File: src/rtl/perf_mon_pkg.sv
package perf_mon_pkg;
  localparam int ADDR_W = 12;
  localparam int DATA_W = 32;

  localparam logic [ADDR_W-1:0] OFF_CNT      = 12'h000;
  localparam logic [ADDR_W-1:0] OFF_SEL      = 12'h400;
  localparam logic [ADDR_W-1:0] OFF_MASK_LO  = 12'hA00;
  localparam logic [ADDR_W-1:0] OFF_MASK_HI  = 12'hA04;
  localparam logic [ADDR_W-1:0] OFF_CEN_SET  = 12'hC00;
  localparam logic [ADDR_W-1:0] OFF_CEN_CLR  = 12'hC20;
  localparam logic [ADDR_W-1:0] OFF_IEN_SET  = 12'hC40;
  localparam logic [ADDR_W-1:0] OFF_IEN_CLR  = 12'hC60;
  localparam logic [ADDR_W-1:0] OFF_OVF      = 12'hC80;
  localparam logic [ADDR_W-1:0] OFF_CTRL     = 12'hE04;

  localparam logic [7:0] SEL_CYCLE = 8'h00;
  localparam logic [7:0] SEL_DIV   = 8'h01;
  localparam logic [7:0] SEL_BASE  = 8'h02;

  localparam int DIV_W = 6;

  typedef struct packed {
    logic run;
    logic zero;
  } ctrl_wr_t;
endpackage

File: src/rtl/perf_evt_sel.sv
module perf_evt_sel #(
  parameter int NUM_EVT = 16
) (
  input  logic [7:0]         code_i,
  input  logic [NUM_EVT-1:0] evt_i,
  input  logic               div_tick_i,
  input  logic               agent_ok_i,
  output logic               hit_o
);
  import perf_mon_pkg::*;
  localparam int IDX_W = (NUM_EVT > 1) ? $clog2(NUM_EVT) : 1;

  logic [7:0] rel;
  assign rel = code_i - SEL_BASE;

  always_comb begin
    hit_o = 1'b0;
    if (code_i == SEL_CYCLE) hit_o = 1'b1;
    else if (code_i == SEL_DIV) hit_o = div_tick_i;
    else if (code_i >= SEL_BASE && rel < 8'(NUM_EVT))
      hit_o = evt_i[rel[IDX_W-1:0]] & agent_ok_i;
  end
endmodule

File: src/rtl/perf_cnt_slice.sv
module perf_cnt_slice #(
  parameter int CNT_W = 32
) (
  input  logic             clk_i,
  input  logic             rst_ni,
  input  logic             inc_i,
  input  logic             clr_i,
  input  logic             wr_i,
  input  logic [CNT_W-1:0] wdata_i,
  output logic [CNT_W-1:0] cnt_o,
  output logic             wrap_o
);
  logic [CNT_W-1:0] cnt_q;

  always_ff @(posedge clk_i or negedge rst_ni) begin
    if (!rst_ni)      cnt_q <= '0;
    else if (wr_i)    cnt_q <= wdata_i;
    else if (clr_i)   cnt_q <= '0;
    else if (inc_i)   cnt_q <= cnt_q + 1'b1;
  end

  assign wrap_o = inc_i && !wr_i && !clr_i && (&cnt_q);
  assign cnt_o  = cnt_q;


  wr_wins_chk: assert property (@(posedge clk_i) disable iff (!rst_ni)
    wr_i |=> cnt_q == $past(wdata_i));


  hold_chk: assert property (@(posedge clk_i) disable iff (!rst_ni)
    (!inc_i && !wr_i && !clr_i) |=> $stable(cnt_q));
endmodule

File: src/rtl/uncore_perf_mon.sv
module uncore_perf_mon #(
  parameter int NUM_CNT = 4,
  parameter int CNT_W   = 32,
  parameter int NUM_EVT = 16,
  parameter int AGENT_W = 6
) (
  input  logic               clk_i,
  input  logic               rst_ni,
  input  logic               wr_en_i,
  input  logic [11:0]        addr_i,
  input  logic [31:0]        wdata_i,
  output logic [31:0]        rdata_o,
  input  logic [NUM_EVT-1:0] evt_i,
  input  logic [AGENT_W-1:0] agent_id_i,
  output logic               irq_o
);
  import perf_mon_pkg::*;
  localparam int AGENTS = 1 << AGENT_W;
  localparam int MASK_W = 64;

  logic [CNT_W-1:0]   cnt      [NUM_CNT];
  logic [7:0]         sel_q    [NUM_CNT];
  logic [NUM_CNT-1:0] cen_q, ien_q, ovf_q;
  logic [NUM_CNT-1:0] hit, inc, wrap, cnt_wr;
  logic [MASK_W-1:0]  mask_q;
  logic               run_q;
  logic [DIV_W-1:0]   div_q;
  logic               div_tick, agent_ok;
  ctrl_wr_t           cw;

  function automatic logic hit_addr(input logic [11:0] a, input logic [11:0] off);
    return wr_en_i && (a == off);
  endfunction

  assign cw.run  = hit_addr(addr_i, OFF_CTRL);
  assign cw.zero = cw.run && wdata_i[1];

  // control and prescaler
  always_ff @(posedge clk_i or negedge rst_ni) begin
    if (!rst_ni) begin
      run_q <= 1'b0;
      div_q <= '0;
    end else begin
      if (cw.run) run_q <= wdata_i[0];
      if (cw.zero)     div_q <= '0;
      else if (run_q)  div_q <= div_q + 1'b1;
    end
  end
  assign div_tick = run_q && (&div_q);

  // agent mask, enables, overflow
  always_ff @(posedge clk_i or negedge rst_ni) begin
    if (!rst_ni) begin
      mask_q <= '0;
      cen_q  <= '0;
      ien_q  <= '0;
      ovf_q  <= '0;
    end else begin
      if (hit_addr(addr_i, OFF_MASK_LO)) mask_q[31:0]  <= wdata_i;
      if (hit_addr(addr_i, OFF_MASK_HI)) mask_q[63:32] <= wdata_i;
      if (hit_addr(addr_i, OFF_CEN_SET)) cen_q <= cen_q |  wdata_i[NUM_CNT-1:0];
      if (hit_addr(addr_i, OFF_CEN_CLR)) cen_q <= cen_q & ~wdata_i[NUM_CNT-1:0];
      if (hit_addr(addr_i, OFF_IEN_SET)) ien_q <= ien_q |  wdata_i[NUM_CNT-1:0];
      if (hit_addr(addr_i, OFF_IEN_CLR)) ien_q <= ien_q & ~wdata_i[NUM_CNT-1:0];
      if (hit_addr(addr_i, OFF_OVF))
        ovf_q <= (ovf_q & ~wdata_i[NUM_CNT-1:0]) | wrap;
      else
        ovf_q <= ovf_q | wrap;
    end
  end

  logic [AGENTS-1:0] mask_used;
  assign mask_used = mask_q[AGENTS-1:0];
  assign agent_ok  = !mask_used[agent_id_i];

  for (genvar n = 0; n < NUM_CNT; n++) begin : g_cnt
    always_ff @(posedge clk_i or negedge rst_ni) begin
      if (!rst_ni) sel_q[n] <= '0;
      else if (hit_addr(addr_i, OFF_SEL + 12'(4*n))) sel_q[n] <= wdata_i[7:0];
    end

    perf_evt_sel #(.NUM_EVT(NUM_EVT)) u_sel (
      .code_i     (sel_q[n]),
      .evt_i      (evt_i),
      .div_tick_i (div_tick),
      .agent_ok_i (agent_ok),
      .hit_o      (hit[n])
    );

    assign inc[n]    = run_q && cen_q[n] && hit[n];
    assign cnt_wr[n] = hit_addr(addr_i, OFF_CNT + 12'(4*n));

    perf_cnt_slice #(.CNT_W(CNT_W)) u_slice (
      .clk_i   (clk_i),
      .rst_ni  (rst_ni),
      .inc_i   (inc[n]),
      .clr_i   (cw.zero),
      .wr_i    (cnt_wr[n]),
      .wdata_i (wdata_i[CNT_W-1:0]),
      .cnt_o   (cnt[n]),
      .wrap_o  (wrap[n])
    );


    wrap_flag_chk: assert property (@(posedge clk_i) disable iff (!rst_ni)
      wrap[n] |=> ovf_q[n]);


    zero_all_chk: assert property (@(posedge clk_i) disable iff (!rst_ni)
      cw.zero |=> cnt[n] == '0);
  end

  assign irq_o = |(ovf_q & ien_q);

  // read mux
  always_comb begin
    rdata_o = '0;
    unique case (addr_i)
      OFF_MASK_LO: rdata_o = mask_q[31:0];
      OFF_MASK_HI: rdata_o = mask_q[63:32];
      OFF_CEN_SET, OFF_CEN_CLR: rdata_o[NUM_CNT-1:0] = cen_q;
      OFF_IEN_SET, OFF_IEN_CLR: rdata_o[NUM_CNT-1:0] = ien_q;
      OFF_OVF:     rdata_o[NUM_CNT-1:0] = ovf_q;
      OFF_CTRL:    rdata_o[0] = run_q;
      default: begin
        for (int n = 0; n < NUM_CNT; n++) begin
          if (addr_i == OFF_CNT + 12'(4*n)) rdata_o[CNT_W-1:0] = cnt[n];
          if (addr_i == OFF_SEL + 12'(4*n)) rdata_o[7:0] = sel_q[n];
        end
      end
    endcase
  end


  cen_set_chk: assert property (@(posedge clk_i) disable iff (!rst_ni)
    hit_addr(addr_i, OFF_CEN_SET) |=>
      ((cen_q & $past(wdata_i[NUM_CNT-1:0])) == $past(wdata_i[NUM_CNT-1:0])));


  ien_clr_chk: assert property (@(posedge clk_i) disable iff (!rst_ni)
    hit_addr(addr_i, OFF_IEN_CLR) |=> ((ien_q & $past(wdata_i[NUM_CNT-1:0])) == '0));


  irq_hold_chk: assert property (@(posedge clk_i) disable iff (!rst_ni)
    (irq_o && !wr_en_i) |=> irq_o);
endmodule

File: config.mk
export PLATFORM = sky130hd
export DESIGN_NAME = uncore_perf_mon
export DESIGN_NICKNAME = d
export VERILOG_FILES = /design/src/rtl/perf_mon_pkg.sv /design/src/rtl/perf_evt_sel.sv /design/src/rtl/perf_cnt_slice.sv /design/src/rtl/uncore_perf_mon.sv
export SDC_FILE = /design/constraint.sdc
export NUM_CORES = 1
export LEC_CHECK = 0
export ABC_AREA = 0
export BUFFER_PORTS_ARGS = -buffer_cell sky130_fd_sc_hd__buf_2
export CAP_MARGIN = 15
export CORE_MARGIN = 5
export CORE_UTILIZATION = 55
export DETAILED_ROUTE_END_ITERATION = 8
export PLACE_DENSITY = 0.74
export SLEW_MARGIN = 20
export SYNTH_ARGS = -nofsm -noshare
export SYNTH_HDL_FRONTEND = slang
export SYNTH_SLANG_ARGS = --single-unit
File: constraint.sdc
create_clock -name clk_i -period 8.3 [get_ports clk_i]
set_input_delay 0.415 -clock clk_i [delete_from_list [all_inputs] [get_ports clk_i]]
set_output_delay 0.415 -clock clk_i [all_outputs]
set_load 0.01 [all_outputs]
==> impl_metrics.py, run 1 <==
metrics = {
    "pwr": {
        "p_leak_nw": 7.18,
        "power.switching_uw": 609,
        "p_per_area_nw_per_um2": 154,
        "pwr-share-seq_pct": 47.0,
        "p_int_mw": 1.95,
        "peakVddDrop_v": 0.000161,
        "clkPwrFrac_pct": 47.9,
        "p_sw_share_pct": 23.8,
        "power_frac_comb_pct": 5.1,
        "finalPower_mw": 2.55,
    },
    "status": {
        "status": "complete, no violations",
    },
    "hold_path": {
        "hold_path_class": "input pin to flop",
        "min_from": "wdata_i[15]",
    },
    "place": {
        "io_buffers": 101,
        "preCtsSetupSlack_ns": 4.53,
        "dp_hpwl_mm": 36.7,
        "place_congestion": 1.03,
    },
    "logic_synthesis": {
        "yosys_warnings": 0,
        "ys_ff_latch": 243,
        "ys_top_cells_by_count": "nand2_1 (248), dfrtp_1 (243), a21oi_1 (119)",
        "synth_fp_nets": 1657,
        "synth_top_area_share_pct": 41.0,
        "synthDistinctLibCells": 67,
        "netlist_area_sq_um": 14800,
        "synth_seq_area_share_pct": 41.0,
        "async_flop_share_pct": 100,
        "ys_top_cells_by_area": "dfrtp_1 (41%), mux2_2 (7.4%), nand2_1 (6.3%)",
        "netlist_instances": 1579,
        "yosys.area.top_type": "dfrtp_1",
        "yosysMostFrequentCell": "nand2_1",
        "synth_enable_flop_cells": 0,
        "postSynthAreaPerCell_sq_um": 9.39,
        "ys.flop_type": "dfrtp_1",
    },
    "global_route": {
        "grt-ovfl-total": 0,
        "grt_first_pass_wirelength_mm": 79.3,
        "grt_pass1_vias": 13500,
        "grt_max_degree": 127,
        "antenna_found_initial": 0,
        "track_usage_pct": 33.2,
    },
    "sta": {
        "fin_crit_sh_pct": 40.7,
        "clock_skew_ns": 0.0125,
        "hold_viol_final": 0,
        "rsz0062_at_grt": "no",
        "worst-slew-pin-transition_ns": 0.908,
        "relSlewSlack_pct": 39.2,
        "final_max_slew_viol_count": 0,
        "setup_violations": 0,
        "fin_ws_ns": 4.92,
        "period_needed_ns": 3.38,
        "setup_tns_ns": 0,
        "fmax_mhz": 296,
    },
    "clock_tree": {
        "clock_latency_ns": 0.55,
        "path_clk_slew_ns": 0.06,
        "clockBufferDepth": 3,
        "clkSinkCount": 243,
        "cts_root_buf": "clkbuf_16",
        "cts_hold_buf": 0,
        "cts_setup_buffers": 0,
        "cts_buffers": 28,
        "post_cts_resized": 0,
        "cts_tree": "yes",
        "htree_levels": 1,
    },
    "floorplanning": {
        "core_area_sq_um": 26700,
        "rows": 60,
        "ios": 102,
        "start_util_pct": 55.5,
        "die_y_um": 174,
        "dieArea_sq_um": 30300,
        "dieWidth_um": 174,
    },
    "routing": {
        "via_count": 13800,
        "drtIter0Drc": 1930,
        "final_antenna_net_count": 0,
        "drcViolationCount": 0,
        "firstDrtPassIters": 6,
        "postRouteWirelength_mm": 51.3,
        "wl_per_cell_um": 25.6,
        "via_per_inst": 6.88,
    },
    "layout": {
        "area_growth_pct": 11.8,
        "fillCellCount": 2239,
        "diodes": 0,
        "layout-drive-gt1-share_pct": 20.2,
        "multi_input_area_sq_um": 8310,
        "final-seq-area_sq_um": 6080,
        "fin_nets": 1719,
    },
    "setup_path": {
        "cp-startpoint": "addr_i[5]",
        "crit_required_ns": 7.89,
        "crit_arrival_ns": 2.97,
        "r2r_start": "sel_q[17]",
        "cp-start-kind": "input pin",
        "crit_fanout": 11,
        "crit_type": "input pin to output port",
        "critPathCaptureType": "output port",
    },
    "run": {
        "max_cap_viol_count": 0,
    },
}
## kinds of logic after synthesis
logic type / count (synthesis) / share of synthesized area [%]
simple gates: 541 / 17.1
xor+xnor: 73 / 4.31
mux: 149 / 14.0
fa+ha+maj: 9 / 0.760
buf+inv: 121 / 3.16
flops: 243 / 41.0
compound gates: 443 / 19.6
## per-stage QoR
| stage | utilization, % | instances | hold WS, ns | instance area [sq um] |
|---|---|---|---|---|
| 6_report | 62.0 | 2003 | 0.208 | 16600 |
| 3_3_place_gp | 58.4 | 1950 | 0.514 | 15600 |
| 3_5_place_dp | 58.4 | 1950 | 0.522 | 15600 |
| 4_1_cts | 61.8 | 2001 | 0.00349 | 16500 |
| 5_1_grt | 62.0 | 2003 | 0.204 | 16600 |
| 2_1_floorplan | - | 1579 | 0.119 | 14800 |
## path summary, 6_finish.rpt
kind / end / slack, ns / cells after the start
hold / removal: g_cnt[0].u_slice.cnt_o[15] / 0.21 / 3
max in group asynchronous: g_cnt[0].u_slice.cnt_o[22] / 6.95 / 3
min in group asynchronous: sel_q[18] / 0.30 / 2
hold reg to reg: mask_q[28] / 0.54 / 1
setup / recovery: rdata_o[0] / 4.92 / 8
setup reg to reg: g_cnt[1].u_slice.cnt_o[12] / 4.96 / 10
## cell type report
cell class              instances  area share [%]
well taps                     341            2.58
multi-input cells            1215            50.2
flip-flops and latches        243            36.7
clock inverters                11           0.619
repair buffers                126            4.38
clock buffers                  40            4.92
inverters                      27           0.612
## worst max-delay path: stages
cell      delay [ns]
buf_2           0.17
nor4_1          0.58
nand2b_1        0.26
nor2_1          0.64
a222oi_1        0.31
a211o_1         0.33
nand4_1         0.11
buf_2           0.15
## sequential cells by signal, indices dropped and copies added, names as in the netlist, named ones only
signal and cells:
div_q 6, g_cnt.u_slice.cnt_o 128, mask_q 64, ovf_q 4
run_q 1, sel_q 32
## per-layer routing
layer  routed length, um  GRT usage [%]
met1               19900           46.1
met2               22000           48.0
met3                7420           12.6
met4                1970           11.3
met5                  48              0
## power by group through the flow
stage	Clock [mW]	Sequential, mW	Combinational, mW
3_3_place_gp	0	1.22	0.124
5_1_grt	1.29	1.20	0.141
4_1_cts	1.24	1.20	0.126
3_5_place_dp	0	1.22	0.126
6_report	1.22	1.20	0.131
2_1_floorplan	0	1.22	0.0452
## layout by cell type (no fill, tap or decap), types with 27 or more instances in the layout
cell | netlist | final
nand2_1 | 248 | 248
dfrtp_1 | 243 | 243
a21oi_1 | 119 | 119
o21ai_0 | 101 | 101
buf_2 | 11 | 100
mux2_2 | 98 | 98
nor2_1 | 81 | 77
xnor2_1 | 56 | 56
nand3_1 | 53 | 53
o31ai_1 | 48 | 48
a22oi_1 | 38 | 38
a22o_1 | 37 | 37
mux4_2 | 37 | 37
a221oi_1 | 32 | 32
nor3_1 | 31 | 29
clkbuf_16 | 0 | 28
inv_1 | 27 | 27
Power figures use the tool's default switching activity.
==> run 2, diff against run 1 <==
Clock period 8.3 ns to 3.4 ns, I/O delays scaled along.
==> impl_metrics.py, run 2 (synthesized netlist as in run 1, its figures left out) <==
metrics = {
    "status": {
        "status": "finished with violations",
        "violations": "DRC",
    },
    "layout": {
        "diodes": 0,
        "largest_reg_flops": 128,
        "final_common_cell": "nand2_1",
        "layout-drive-gt1-share_pct": 21.5,
        "area_growth_pct": 16.3,
        "fillCellCount": 2191,
        "stdcell_area_sq_um": 17200,
        "fin_nets": 1770,
        "final_cell_mix": "nand2_1 (247), dfrtp_1 (243), a21oi_1 (119), o21ai_0 (100), buf_2 (100)",
    },
    "hold_path": {
        "hold_path_class": "input pin to flop",
    },
    "global_route": {
        "grt_first_pass_wirelength_mm": 80.9,
        "track_usage_pct": 33.8,
        "grt_max_degree": 105,
        "grt_pass1_vias": 13600,
        "grt-ovfl-total": 0,
        "antenna_found_initial": 0,
    },
    "pwr": {
        "p_per_area_nw_per_um2": 396,
        "finalPower_mw": 6.82,
        "peakVddDrop_v": 0.000405,
        "p_leak_nw": 7.52,
    },
    "sta": {
        "setup_violations": 0,
        "rsz0062_at_grt": "no",
        "worst-slew-pin-transition_ns": 1.03,
        "setup_tns_ns": 0,
        "final_max_slew_viol_count": 0,
        "fin_crit_sh_pct": 95.9,
        "period_needed_ns": 3.26,
        "fmax_mhz": 307,
        "hold_viol_final": 0,
        "clock_skew_ns": 0.00909,
        "relSlewSlack_pct": 30.4,
    },
    "floorplanning": {
        "die_y_um": 174,
        "rows": 60,
        "dieArea_sq_um": 30300,
        "ios": 102,
        "start_util_pct": 55.5,
        "core_area_sq_um": 26700,
        "dieWidth_um": 174,
    },
    "setup_path": {
        "crit_type": "input pin to output port",
        "crit_fanout": 21,
        "cp-start-kind": "input pin",
        "crit_arrival_ns": 3.09,
        "critPathCaptureType": "output port",
        "crit_required_ns": 3.23,
    },
    "place": {
        "place_congestion": 1.00,
        "dpl_cell_area_sq_um": 15900,
        "io_buffers": 101,
        "dp_hpwl_mm": 37.6,
    },
    "clock_tree": {
        "clockBufferDepth": 3,
        "cts_root_buf": "clkbuf_16",
        "cts_tree": "yes",
        "htree_levels": 1,
        "clock_latency_ns": 0.55,
        "path_clk_slew_ns": 0.06,
        "clkSinkCount": 243,
        "cts_setup_buffers": 0,
        "cts_buffers": 28,
    },
    "routing": {
        "final_antenna_net_count": 0,
        "postRouteWirelength_mm": 52.2,
        "drcViolationCount": 2,
        "drtIter0Drc": 2131,
        "via_count": 14200,
        "via_per_inst": 6.89,
        "firstDrtPassIters": 9,
        "wl_per_cell_um": 25.4,
    },
    "run": {
        "max_cap_viol_count": 0,
    },
}
run 2: cell count changes in the layout (fill, tap and decap cells not counted), sizes merged:
cell / delta
clkbuf: -6
bufinv: +7
clkinvlp: -2
dlygate4sd3: +24
buf: +27
clkinv: +2
run 2: final cells by class:
cell class                 instances  area (sq um)  share of cell area [%]
clock buffer                      34           785                    4.55
clock inverter                    18           303                    1.76
inverter                          27           101                   0.588
multi-input combinational       1215          8320                    48.3
sequential                       243          6080                    35.3
tap                              341           427                    2.47
timing repair buffer             177          1220                    7.10
run 2: final timing paths:
path | from | end | slack (ns) | cells past startpoint
max in group asynchronous | rst_ni | mask_q[24] | 2.21 | 3
min in group asynchronous | rst_ni | sel_q[25] | 0.26 | 2
setup / recovery | addr_i[5] | rdata_o[2] | 0.14 | 11
hold reg to reg | sel_q[10] | sel_q[10] | 0.53 | 1
setup reg to reg | mask_q[55] | g_cnt[3].u_slice.cnt_o[27] | 0.21 | 9
hold / removal | wdata_i[30] | g_cnt[3].u_slice.cnt_o[30] | 0.01 | 3
run 2: metal layers:
layer | vias up | GRT usage (%) | share of wire, %
met5 | - | 0 | 0
met4 | 0 | 11.6 | 4.3
met3 | 144 | 10.4 | 13
met2 | 887 | 50.2 | 44
met1 | 7010 | 47.4 | 39
li1 | 6123 | - | -
run 2: report_power, final:
part	internal, mW	switching (mW)	total [mW]	leakage, nW
combinational	0.119	0.235	0.354	3.64
sequential	2.91	0.0206	2.93	3.34
clock	2.25	1.29	3.54	0.538
total	5.28	1.54	6.82	7.52
run 2: critical path, stage by stage:
cell and delay (ns):
dlygate4sd3_1 0.52, buf_2 0.23, nor4_2 0.10, nand2_1 0.31, nor2_2 0.11, buf_4 0.24
a222oi_1 0.50, nand2_1 0.16, a221oi_1 0.37, nand3_1 0.18, buf_2 0.18
run 2: metrics by stage:
stage	setup slack [ns]	utilization (%)	std cells	hold WS [ns]
detailed placement	0.0671	59.4	1978	0.300
finish	0.139	64.5	2055	0.0145
global placement	0.184	59.4	1978	0.286
CTS	0.0250	64.5	2055	0.000535
floorplan	0.531	-	1579	-0.126
global route	0.0175	64.5	2055	0.0277
run 2: timing repair:
item                       4_1_cts  5_1_grt
hold endpoints to repair       177        0
hold buffers                    25        0
gates resized for setup          0        5
setup endpoints to repair        0       38
